## src/rtl/adc_wcmp_pkg.sv

```systemverilog
`timescale 1ns/1ps
package adc_wcmp_pkg;
  localparam int unsigned N_COND = 5;

  typedef enum int unsigned {
    C_BELOW_LO   = 0,
    C_ATLEAST_LO = 1,
    C_BELOW_HI   = 2,
    C_ATLEAST_HI = 3,
    C_INSIDE     = 4
  } cond_e;

  // Map the two magnitude results onto the five condition bits.
  function automatic logic [N_COND-1:0] cond_from_cmp(input logic ge_lo, input logic ge_hi);
    logic [N_COND-1:0] v;
    v[C_BELOW_LO]   = !ge_lo;
    v[C_ATLEAST_LO] = ge_lo;
    v[C_BELOW_HI]   = !ge_hi;
    v[C_ATLEAST_HI] = ge_hi;
    v[C_INSIDE]     = ge_lo && !ge_hi;
    return v;
  endfunction
endpackage

```

## src/rtl/wcmp_mag.sv

```systemverilog
`timescale 1ns/1ps
module wcmp_mag #(
  parameter int unsigned DATA_W = 32,
  parameter int unsigned THR_W  = 16
) (
  input  logic [DATA_W-1:0] data,
  input  logic [THR_W-1:0]  lo_thr,
  input  logic [THR_W-1:0]  hi_thr,
  output logic              ge_lo,
  output logic              ge_hi
);
  localparam int unsigned CMP_W = (DATA_W > THR_W) ? DATA_W : THR_W;

  logic [CMP_W-1:0] d_x, lo_x, hi_x;

  // Unsigned compare on a common width, both sides zero-extended.
  assign d_x  = CMP_W'(data);
  assign lo_x = CMP_W'(lo_thr);
  assign hi_x = CMP_W'(hi_thr);

  assign ge_lo = (d_x >= lo_x);
  assign ge_hi = (d_x >= hi_x);
endmodule

```

## src/rtl/wcmp_match.sv

```systemverilog
`timescale 1ns/1ps
module wcmp_match
  import adc_wcmp_pkg::*;
#(
  parameter int unsigned CHAN_W  = 5,
  parameter int unsigned NUM_MON = 8
) (
  input  logic              en,
  input  logic              valid,
  input  logic [CHAN_W-1:0] chan,
  input  logic              ge_lo,
  input  logic              ge_hi,
  input  logic [N_COND-1:0] cond_en,
  output logic              chan_ok,
  output logic              match
);
  logic [N_COND-1:0] raw;
  logic [N_COND-1:0] hit;

  assign raw     = cond_from_cmp(ge_lo, ge_hi);
  assign chan_ok = (int'(chan) < int'(NUM_MON));

  for (genvar i = 0; i < N_COND; i++) begin : g_cond
    assign hit[i] = raw[i] & cond_en[i];
  end

  assign match = en && valid && chan_ok && (|hit);
endmodule

```

## src/rtl/wcmp_status.sv

```systemverilog
`timescale 1ns/1ps
module wcmp_status #(
  parameter int unsigned CHAN_W = 5
) (
  input  logic              clk,
  input  logic              rst_n,
  input  logic              en,
  input  logic              match,
  input  logic [CHAN_W-1:0] chan,
  input  logic              rd,
  output logic              flag,
  output logic [CHAN_W-1:0] chan_q
);
  logic capture;

  // A new match is taken when the flag is free or is being cleared now.
  assign capture = match && (!flag || rd);

  always_ff @(posedge clk or negedge rst_n) begin
    if (!rst_n) begin
      flag   <= 1'b0;
      chan_q <= '0;
    end else if (!en) begin
      flag   <= 1'b0;
    end else if (capture) begin
      flag   <= 1'b1;
      chan_q <= chan;
    end else if (rd) begin
      flag   <= 1'b0;
    end
  end
endmodule

```

## src/rtl/adc_win_cmp.sv

```systemverilog
`timescale 1ns/1ps
module adc_win_cmp
  import adc_wcmp_pkg::*;
#(
  parameter int unsigned DATA_W  = 32,
  parameter int unsigned THR_W   = 16,
  parameter int unsigned CHAN_W  = 5,
  parameter int unsigned NUM_MON = 8
) (
  input  logic              clk,
  input  logic              rst_n,
  input  logic              cfg_en,
  input  logic              cfg_irq_en,
  input  logic [4:0]        cfg_cond_en,
  input  logic [THR_W-1:0]  cfg_lo_thr,
  input  logic [THR_W-1:0]  cfg_hi_thr,
  input  logic              id_rd,
  input  logic              smp_valid,
  input  logic [CHAN_W-1:0] smp_chan,
  input  logic [DATA_W-1:0] smp_data,
  output logic              evt_flag,
  output logic [CHAN_W-1:0] evt_chan,
  output logic              irq
);
  logic ge_lo, ge_hi;
  logic chan_ok;
  logic match_hit;

  wcmp_mag #(.DATA_W(DATA_W), .THR_W(THR_W)) u_mag (
    .data   (smp_data),
    .lo_thr (cfg_lo_thr),
    .hi_thr (cfg_hi_thr),
    .ge_lo  (ge_lo),
    .ge_hi  (ge_hi)
  );

  wcmp_match #(.CHAN_W(CHAN_W), .NUM_MON(NUM_MON)) u_match (
    .en      (cfg_en),
    .valid   (smp_valid),
    .chan    (smp_chan),
    .ge_lo   (ge_lo),
    .ge_hi   (ge_hi),
    .cond_en (cfg_cond_en),
    .chan_ok (chan_ok),
    .match   (match_hit)
  );

  wcmp_status #(.CHAN_W(CHAN_W)) u_stat (
    .clk    (clk),
    .rst_n  (rst_n),
    .en     (cfg_en),
    .match  (match_hit),
    .chan   (smp_chan),
    .rd     (id_rd),
    .flag   (evt_flag),
    .chan_q (evt_chan)
  );

  assign irq = evt_flag & cfg_irq_en;
endmodule

```

## config.mk

```make
export PLATFORM = sky130hd
export DESIGN_NAME = adc_win_cmp
export DESIGN_NICKNAME = d
export VERILOG_FILES = /design/src/rtl/adc_wcmp_pkg.sv /design/src/rtl/wcmp_mag.sv /design/src/rtl/wcmp_match.sv /design/src/rtl/wcmp_status.sv /design/src/rtl/adc_win_cmp.sv
export SDC_FILE = /design/constraint.sdc
export NUM_CORES = 1
export LEC_CHECK = 0
export ABC_AREA = 1
export BUFFER_PORTS_ARGS = -buffer_cell sky130_fd_sc_hd__buf_2
export CAP_MARGIN = 20
export CORE_UTILIZATION = 25
export CTS_BUF_LIST = sky130_fd_sc_hd__clkbuf_8
export DETAILED_ROUTE_END_ITERATION = 12
export PLACE_DENSITY_LB_ADDON = 0.08
export SKIP_LAST_GASP = 1
export SLEW_MARGIN = 0
export SYNTH_ARGS = -nofsm -noshare
export SYNTH_HDL_FRONTEND = slang
export SYNTH_SLANG_ARGS = --single-unit
```

## constraint.sdc

```tcl
create_clock -name clk -period 0.9 [get_ports clk]
set_clock_uncertainty 0.05 [all_clocks]
set_input_delay 0.09 -clock clk [delete_from_list [all_inputs] [get_ports clk]]
set_output_delay 0.09 -clock clk [all_outputs]
set_load 0.02 [all_outputs]
```

==> flow_metrics.env, run 1 <==
export IMPL_viasPerCell=4.04
export IMPL_synth_compound_area_share_pct=4.74
export IMPL_coreArea_sq_um=5140
export IMPL_diodes=0
export IMPL_slew_violations=0
export IMPL_cap_violations=0
export IMPL_synthMuxAreaShare_pct=0
export IMPL_yosysSeqAreaShare_pct=11.2
export IMPL_gp_congestion=0.714
export IMPL_clkLatencyLatePin_ps=220
export IMPL_timing_final_ws_setup_ps=-542
export IMPL_port_buffers=86
export IMPL_final_cell_mix="buf_2, nand2_1, inv_1"
export IMPL_nets=437
export IMPL_rsz0062_at_grt="yes"
export IMPL_ys_ff_latch=6
export IMPL_critical_path_class="in -> reg"
export IMPL_synth_xor_area_share_pct=0
export IMPL_cp_slowest_cell="ha_4"
export IMPL_grt_pass1_wl_mm=5.44
export IMPL_fin_setup_tns_ps=-3400
export IMPL_max_stage_delay_ps=260
export IMPL_drt_pass1_iter_count=4
export IMPL_fp_dieH_um=75.4
export IMPL_antenna_found_initial=0
export IMPL_cts_clk_slew_worst_paths_ps=30
export IMPL_worstSetupStartpointType="input pin"
export IMPL_p_leak_uw=0.00138
export IMPL_synthCells=227
export IMPL_final_antenna_net_count=0
export IMPL_violations="negative setup slack"
export IMPL_cts_tree="yes"
export IMPL_routedWlPerCell_um=9.02
export IMPL_synthAdderAreaFrac_pct=29.7
export IMPL_grt_max_degree=7
export IMPL_totalWireLength_mm=3.55
export IMPL_period_minus_slack_ps=1440
export IMPL_min_path_type="in -> reg"
export IMPL_fmax_ghz=0.693
export IMPL_final_common_cell="buf_2"
export IMPL_worstMarginPinSlew_ps=184
export IMPL_cp_common_cell="nand2_1"
export IMPL_cts_buffers_inserted=3
export IMPL_dieWidth_um=75.4
export IMPL_cts_path_max_buffers=2
export IMPL_overflow=0
export IMPL_yosysUniqueCellTypes=16
export IMPL_grt_usage_pct=12.0
export IMPL_cp_end_kind="flop"
export IMPL_drc=0
export IMPL_cp_arrival_ps=1500
export IMPL_cts_root_buf="clkbuf_8"
export IMPL_clock_sinks=6
export IMPL_dp_hpwl_mm=3.01
export IMPL_boundaryPins=87
export IMPL_status="finished with violations"
export IMPL_synth_top_family_by_area="simple AND/OR/NAND/NOR gates"
export IMPL_p_per_area_nw_per_um2=693
export IMPL_synth_area_per_cell_sq_um=5.93
export IMPL_setup_viol=8
export IMPL_maxSlewHeadroom_pct=87.6
export IMPL_peakVddDrop_mv=0.678
export IMPL_cp_data_required_time_ps=960
export IMPL_post_place_ws_ps=-851
export IMPL_drive_gt1_share_pct=59.8
export IMPL_post_dp_cell_area_sq_um=2210
export IMPL_via_count=1586
export IMPL_yosysWarnings=0
export IMPL_grt_pass1_vias=1441
export IMPL_drt_iter0_drc=24
export IMPL_synthSimpleGateAreaFrac_pct=36.8
export IMPL_rows=26
export IMPL_fin_area_sq_um=2540
export IMPL_finalCritPeriodShare_pct=160
export IMPL_htree_num_levels=1
export IMPL_syn_num_nets=339
export IMPL_path_cells="buf_4, ha_4, nand2_2, inv_2, nand2_1, nor2_2, nand2_1, nand2_1, nor2_2, nand2_1, nand2_1, nand2_1, inv_2, nand3_4, nand3_4, nand2_2, nand2_2"
export IMPL_hold_viol=0
export IMPL_start_util_pct=26.2
export IMPL_die_area_sq_um=5680
export IMPL_finish_utilization_pct=49.4
export IMPL_cp_max_fo=6
export IMPL_area_growth_pct=88.5
export IMPL_syn_area_sq_um=1350
-- where the power goes --
| part | switching, uW | internal, uW | leakage [uW] |
|---|---|---|---|
| Sequential | 19.4 | 301 | 0.0000795 |
| Clock | 109 | 287 | 0.0000216 |
| Combinational | 501 | 540 | 0.00128 |
| Total | 629 | 1130 | 0.00138 |
-- synth_stat cells --
cell	number	area (sq um)
nand3_2	1	10.0
a21oi_1	8	40.0
nor3_1	1	5.00
a21oi_2	1	8.76
a21o_1	2	15.0
nand4_1	5	31.3
nand2_1	75	282
nor2_2	3	18.8
nand3_4	2	35.0
inv_1	57	214
ha_1	32	400
dfrtp_1	6	150
nand3_1	7	35.0
nor2_1	21	78.8
inv_2	5	18.8
clkinv_1	1	3.75
-- repair_timing --
| item | CTS | global route |
|---|---|---|
| hold buffers | 1 | 0 |
| pin swaps | 35 | 21 |
| setup endpoints to repair | 8 | 11 |
| resized for setup | 41 | 30 |
| endpoints found under the hold margin | 6 | 0 |
| buffers inserted | 0 | 2 |
-- flip-flops by register name, indices dropped and copies added, names as in the netlist --
signal / flops
u_stat.chan_q: 5
u_stat.flag: 1
-- cell type report --
class / count / area, sq um
well taps: 70 / 87.6
flip-flops and latches: 6 / 150
inverters: 63 / 250
multi-input cells: 158 / 1410
repair buffers: 93 / 601
clock buffers: 3 / 41.3
fillers: 546 / 2600
-- worst paths after layout --
kind / slack [ps] / cells after the start / to / startpoint
max: -540 / 17 / u_stat.chan_q[2]$_DFFE_PN0P_ / smp_data[3]
min: 100 / 4 / u_stat.flag$_DFFE_PN0P_ / id_rd
max reg2reg: -70 / 4 / u_stat.chan_q[2]$_DFFE_PN0P_ / u_stat.flag$_DFFE_PN0P_
min reg2reg: 410 / 2 / u_stat.chan_q[4]$_DFFE_PN0P_ / u_stat.chan_q[4]$_DFFE_PN0P_
max in group asynchronous: 480 / 2 / u_stat.flag$_DFFE_PN0P_ / rst_n
min in group asynchronous: 180 / 2 / u_stat.chan_q[4]$_DFFE_PN0P_ / rst_n
-- worst max-delay path, delay by kind of cell --
family        cells  cell delay, ps
simple gates     13             920
buf+inv           3             210
fa+ha+maj         1             260
-- metal layers --
| metal | part of all wire (%) | vias up | global-route usage, % |
|---|---|---|---|
| met2 | 48 | 43 | 21.7 |
| met4 | 0.76 | 0 | 3.50 |
| met5 | 0 | - | 0 |
| li1 | - | 880 | - |
| met1 | 46 | 659 | 14.7 |
| met3 | 4.8 | 4 | 1.59 |
-- kinds of logic (layout without fill, tap and decap cells) --
family | after synthesis | after routing
AO/OA/AOI/OAI | 11 | 11
buffers and inverters | 63 | 159
AND/OR/NAND/NOR | 115 | 115
adder cells (fa/ha/maj) | 32 | 32
flip-flops | 6 | 6
-- per-stage QoR --
stage	hold WS, ps	cells	total power, uW
global placement	-130	387	1160
floorplan	-256	227	808
finish	98.5	393	1760
global route	115	393	1930
CTS	91.8	391	1670
detailed placement	-128	387	1160
Note: power is estimated with default switching activity, not from simulation.
==> run 2: changes to the inputs <==
ABC_CLOCK_PERIOD_IN_PS = 1700   (was not set)
clock period = 1.7 ns   (was 0.9 ns; I/O delays follow)
==> flow_metrics.env, run 2 (synthesized netlist as in run 1, its figures left out) <==
export IMPL_dieWidth_um=75.4
export IMPL_slew_violations=0
export IMPL_grt_pass1_vias=1328
export IMPL_cp_depth=15
export IMPL_grt_max_degree=7
export IMPL_rows=26
export IMPL_die_area_sq_um=5680
export IMPL_cp_data_required_time_ps=1760
export IMPL_fmax_ghz=0.642
export IMPL_total_power_uw=780
export IMPL_via_count=1560
export IMPL_final_cell_mix="buf_2, nand2_1, inv_1"
export IMPL_p_per_area_nw_per_um2=373
export IMPL_grt_busiest_layer="met2"
export IMPL_max_stage_delay_ps=200
export IMPL_min_to="u_stat.flag$_DFFE_PN0P_"
export IMPL_finalCritPeriodShare_pct=91.6
export IMPL_antenna_found_initial=0
export IMPL_globalRouteMet2Util_pct=20.7
export IMPL_fin_area_sq_um=2090
export IMPL_cp_arrival_ps=1620
export IMPL_hold_start="cfg_en"
export IMPL_drive_gt1_share_pct=40.0
export IMPL_clock_sinks=6
export IMPL_period_minus_slack_ps=1560
export IMPL_setup_viol=0
export IMPL_r2r_start="u_stat.flag$_DFFE_PN0P_"
export IMPL_timing_rr_end="u_stat.chan_q[1]$_DFFE_PN0P_"
export IMPL_cts_root_buf="clkbuf_8"
export IMPL_met3_usage_pct=1.46
export IMPL_path_cells="buf_2, inv_2, ha_4, nand2_1, nand2_2, a21oi_4, inv_2, nor2_2, nand3_1, nor2_2, nand3_2, nand3_4, nand3_4, nand2_1, nand2_1"
export IMPL_clkLatencyLatePin_ps=220
export IMPL_routedWlPerCell_um=8.54
export IMPL_fp_dieH_um=75.4
export IMPL_min_path_cells=3
export IMPL_p_leak_uw=0.00134
export IMPL_critical_path_class="in -> reg"
export IMPL_final_common_cell="buf_2"
export IMPL_post_dp_cell_area_sq_um=1890
export IMPL_diodes=0
export IMPL_peakVddDrop_mv=0.385
export IMPL_start_util_pct=26.2
export IMPL_nets=434
export IMPL_fill_cells=597
export IMPL_cts_clk_slew_worst_paths_ps=40
export IMPL_rrSetupSlack_ps=730
export IMPL_area_growth_pct=55.4
export IMPL_cts_tree="yes"
export IMPL_worstRegToRegCells=4
export IMPL_boundaryPins=87
export IMPL_post_cts_setup_buffers=0
export IMPL_drt_iter0_drc=25
export IMPL_cp_max_fo=6
export IMPL_min_path_type="in -> reg"
export IMPL_top_regs="u_stat.chan_q (5), u_stat.flag (1)"
export IMPL_gp_congestion=0.731
export IMPL_overflow=0
export IMPL_largest_reg_flops=5
export IMPL_final_antenna_net_count=0
export IMPL_worstSetupStartpointType="input pin"
export IMPL_top_register="u_stat.chan_q"
export IMPL_met1_usage_pct=14.4
export IMPL_hold_viol=0
export IMPL_htree_num_levels=1
export IMPL_cts_path_max_buffers=2
export IMPL_cp_slowest_cell="ha_4"
export IMPL_finish_utilization_pct=40.7
export IMPL_grt_pass1_wl_mm=5.17
export IMPL_grt_usage_pct=11.4
export IMPL_worstMarginPinSlew_ps=187
export IMPL_port_buffers=86
export IMPL_cts_buffers_inserted=3
export IMPL_path_delay_family="simple AND/OR/NAND/NOR gates"
export IMPL_viasPerCell=4.00
export IMPL_drc=0
export IMPL_maxSlewHeadroom_pct=87.5
export IMPL_instances_no_fill=390
export IMPL_totalWireLength_mm=3.33
export IMPL_drt_pass1_iter_count=4
export IMPL_coreArea_sq_um=5140
export IMPL_cp_common_cell="nand2_1"
export IMPL_dp_hpwl_mm=2.87
export IMPL_cap_violations=0
export IMPL_cp_end_kind="flop"
export IMPL_placed_cells=386
export IMPL_cp_num_buf_inv=3
export IMPL_status="complete, no violations"
## run 2: cell types whose count changed in the layout (fill, tap and decap cells not counted), moves of 2 or more
cell,previous run,this run
inv_1,30,56
inv_2,28,7
buf_2,67,86
ha_1,5,24
ha_4,27,8
nand2_1,54,69
buf_6,14,0
nand2_2,19,6
buf_4,9,3
inv_4,3,0
buf_8,2,0
nand2_4,2,0
nor2_1,14,16
## run 2: metrics by stage
step | setup WS, ps | hold slack (ps) | setup TNS (ps)
CTS | 52.9 | 155 | 0
global route | -12.9 | 166 | -35.6
global placement | -157 | -49.8 | -861
detailed placement | -174 | -48.3 | -928
finish | 143 | 156 | 0
floorplan | 93.0 | -176 | 0
## run 2: worst max path at each step
| stage | startpoint | endpoint | slack (ps) |
|---|---|---|---|
| 3_5_place_dp | cfg_hi_thr[15] | u_stat.chan_q[1]$_DFFE_PN0P_ | -170 |
| 5_1_grt | cfg_lo_thr[11] | u_stat.chan_q[0]$_DFFE_PN0P_ | -10 |
| 2_1_floorplan | cfg_hi_thr[15] | u_stat.chan_q[0]$_DFFE_PN0P_ | 90 |
| 4_1_cts | cfg_hi_thr[15] | u_stat.chan_q[1]$_DFFE_PN0P_ | 50 |
| 3_3_place_gp | cfg_hi_thr[15] | u_stat.chan_q[2]$_DFFE_PN0P_ | -160 |
| 6_report | cfg_hi_thr[13] | u_stat.chan_q[1]$_DFFE_PN0P_ | 140 |
## run 2: where the power goes
part	switching (uW)	internal [uW]	total (uW)
clock	63.0	152	215
combinational	209	189	398
sequential	8.13	159	167
total	280	500	780
## run 2: timing repair
action | CTS | global route
gates resized for setup | 0 | 26
setup endpoints to repair | 0 | 6
endpoints found under the hold margin | 6 | 0
hold buffers | 1 | 0
## run 2: cell type report
type | instances | area, sq um | share of cell area (%)
well taps | 70 | 87.6 | 4.19
inverters | 63 | 236 | 11.3
multi-input cells | 158 | 1110 | 53.2
flip-flops and latches | 6 | 150 | 7.18
clock buffers | 3 | 41.3 | 1.97
repair buffers | 90 | 463 | 22.1
## run 2: metal layers
layer,wire (um),part of all wire [%]
met5,0,0
met4,23,0.69
met3,163,4.9
met2,1620,49
met1,1520,46
## run 2: tightest hold or removal path, stage by stage
cell,delay [ps]
buf_2,90
nand3_1,70
nand2_1,70
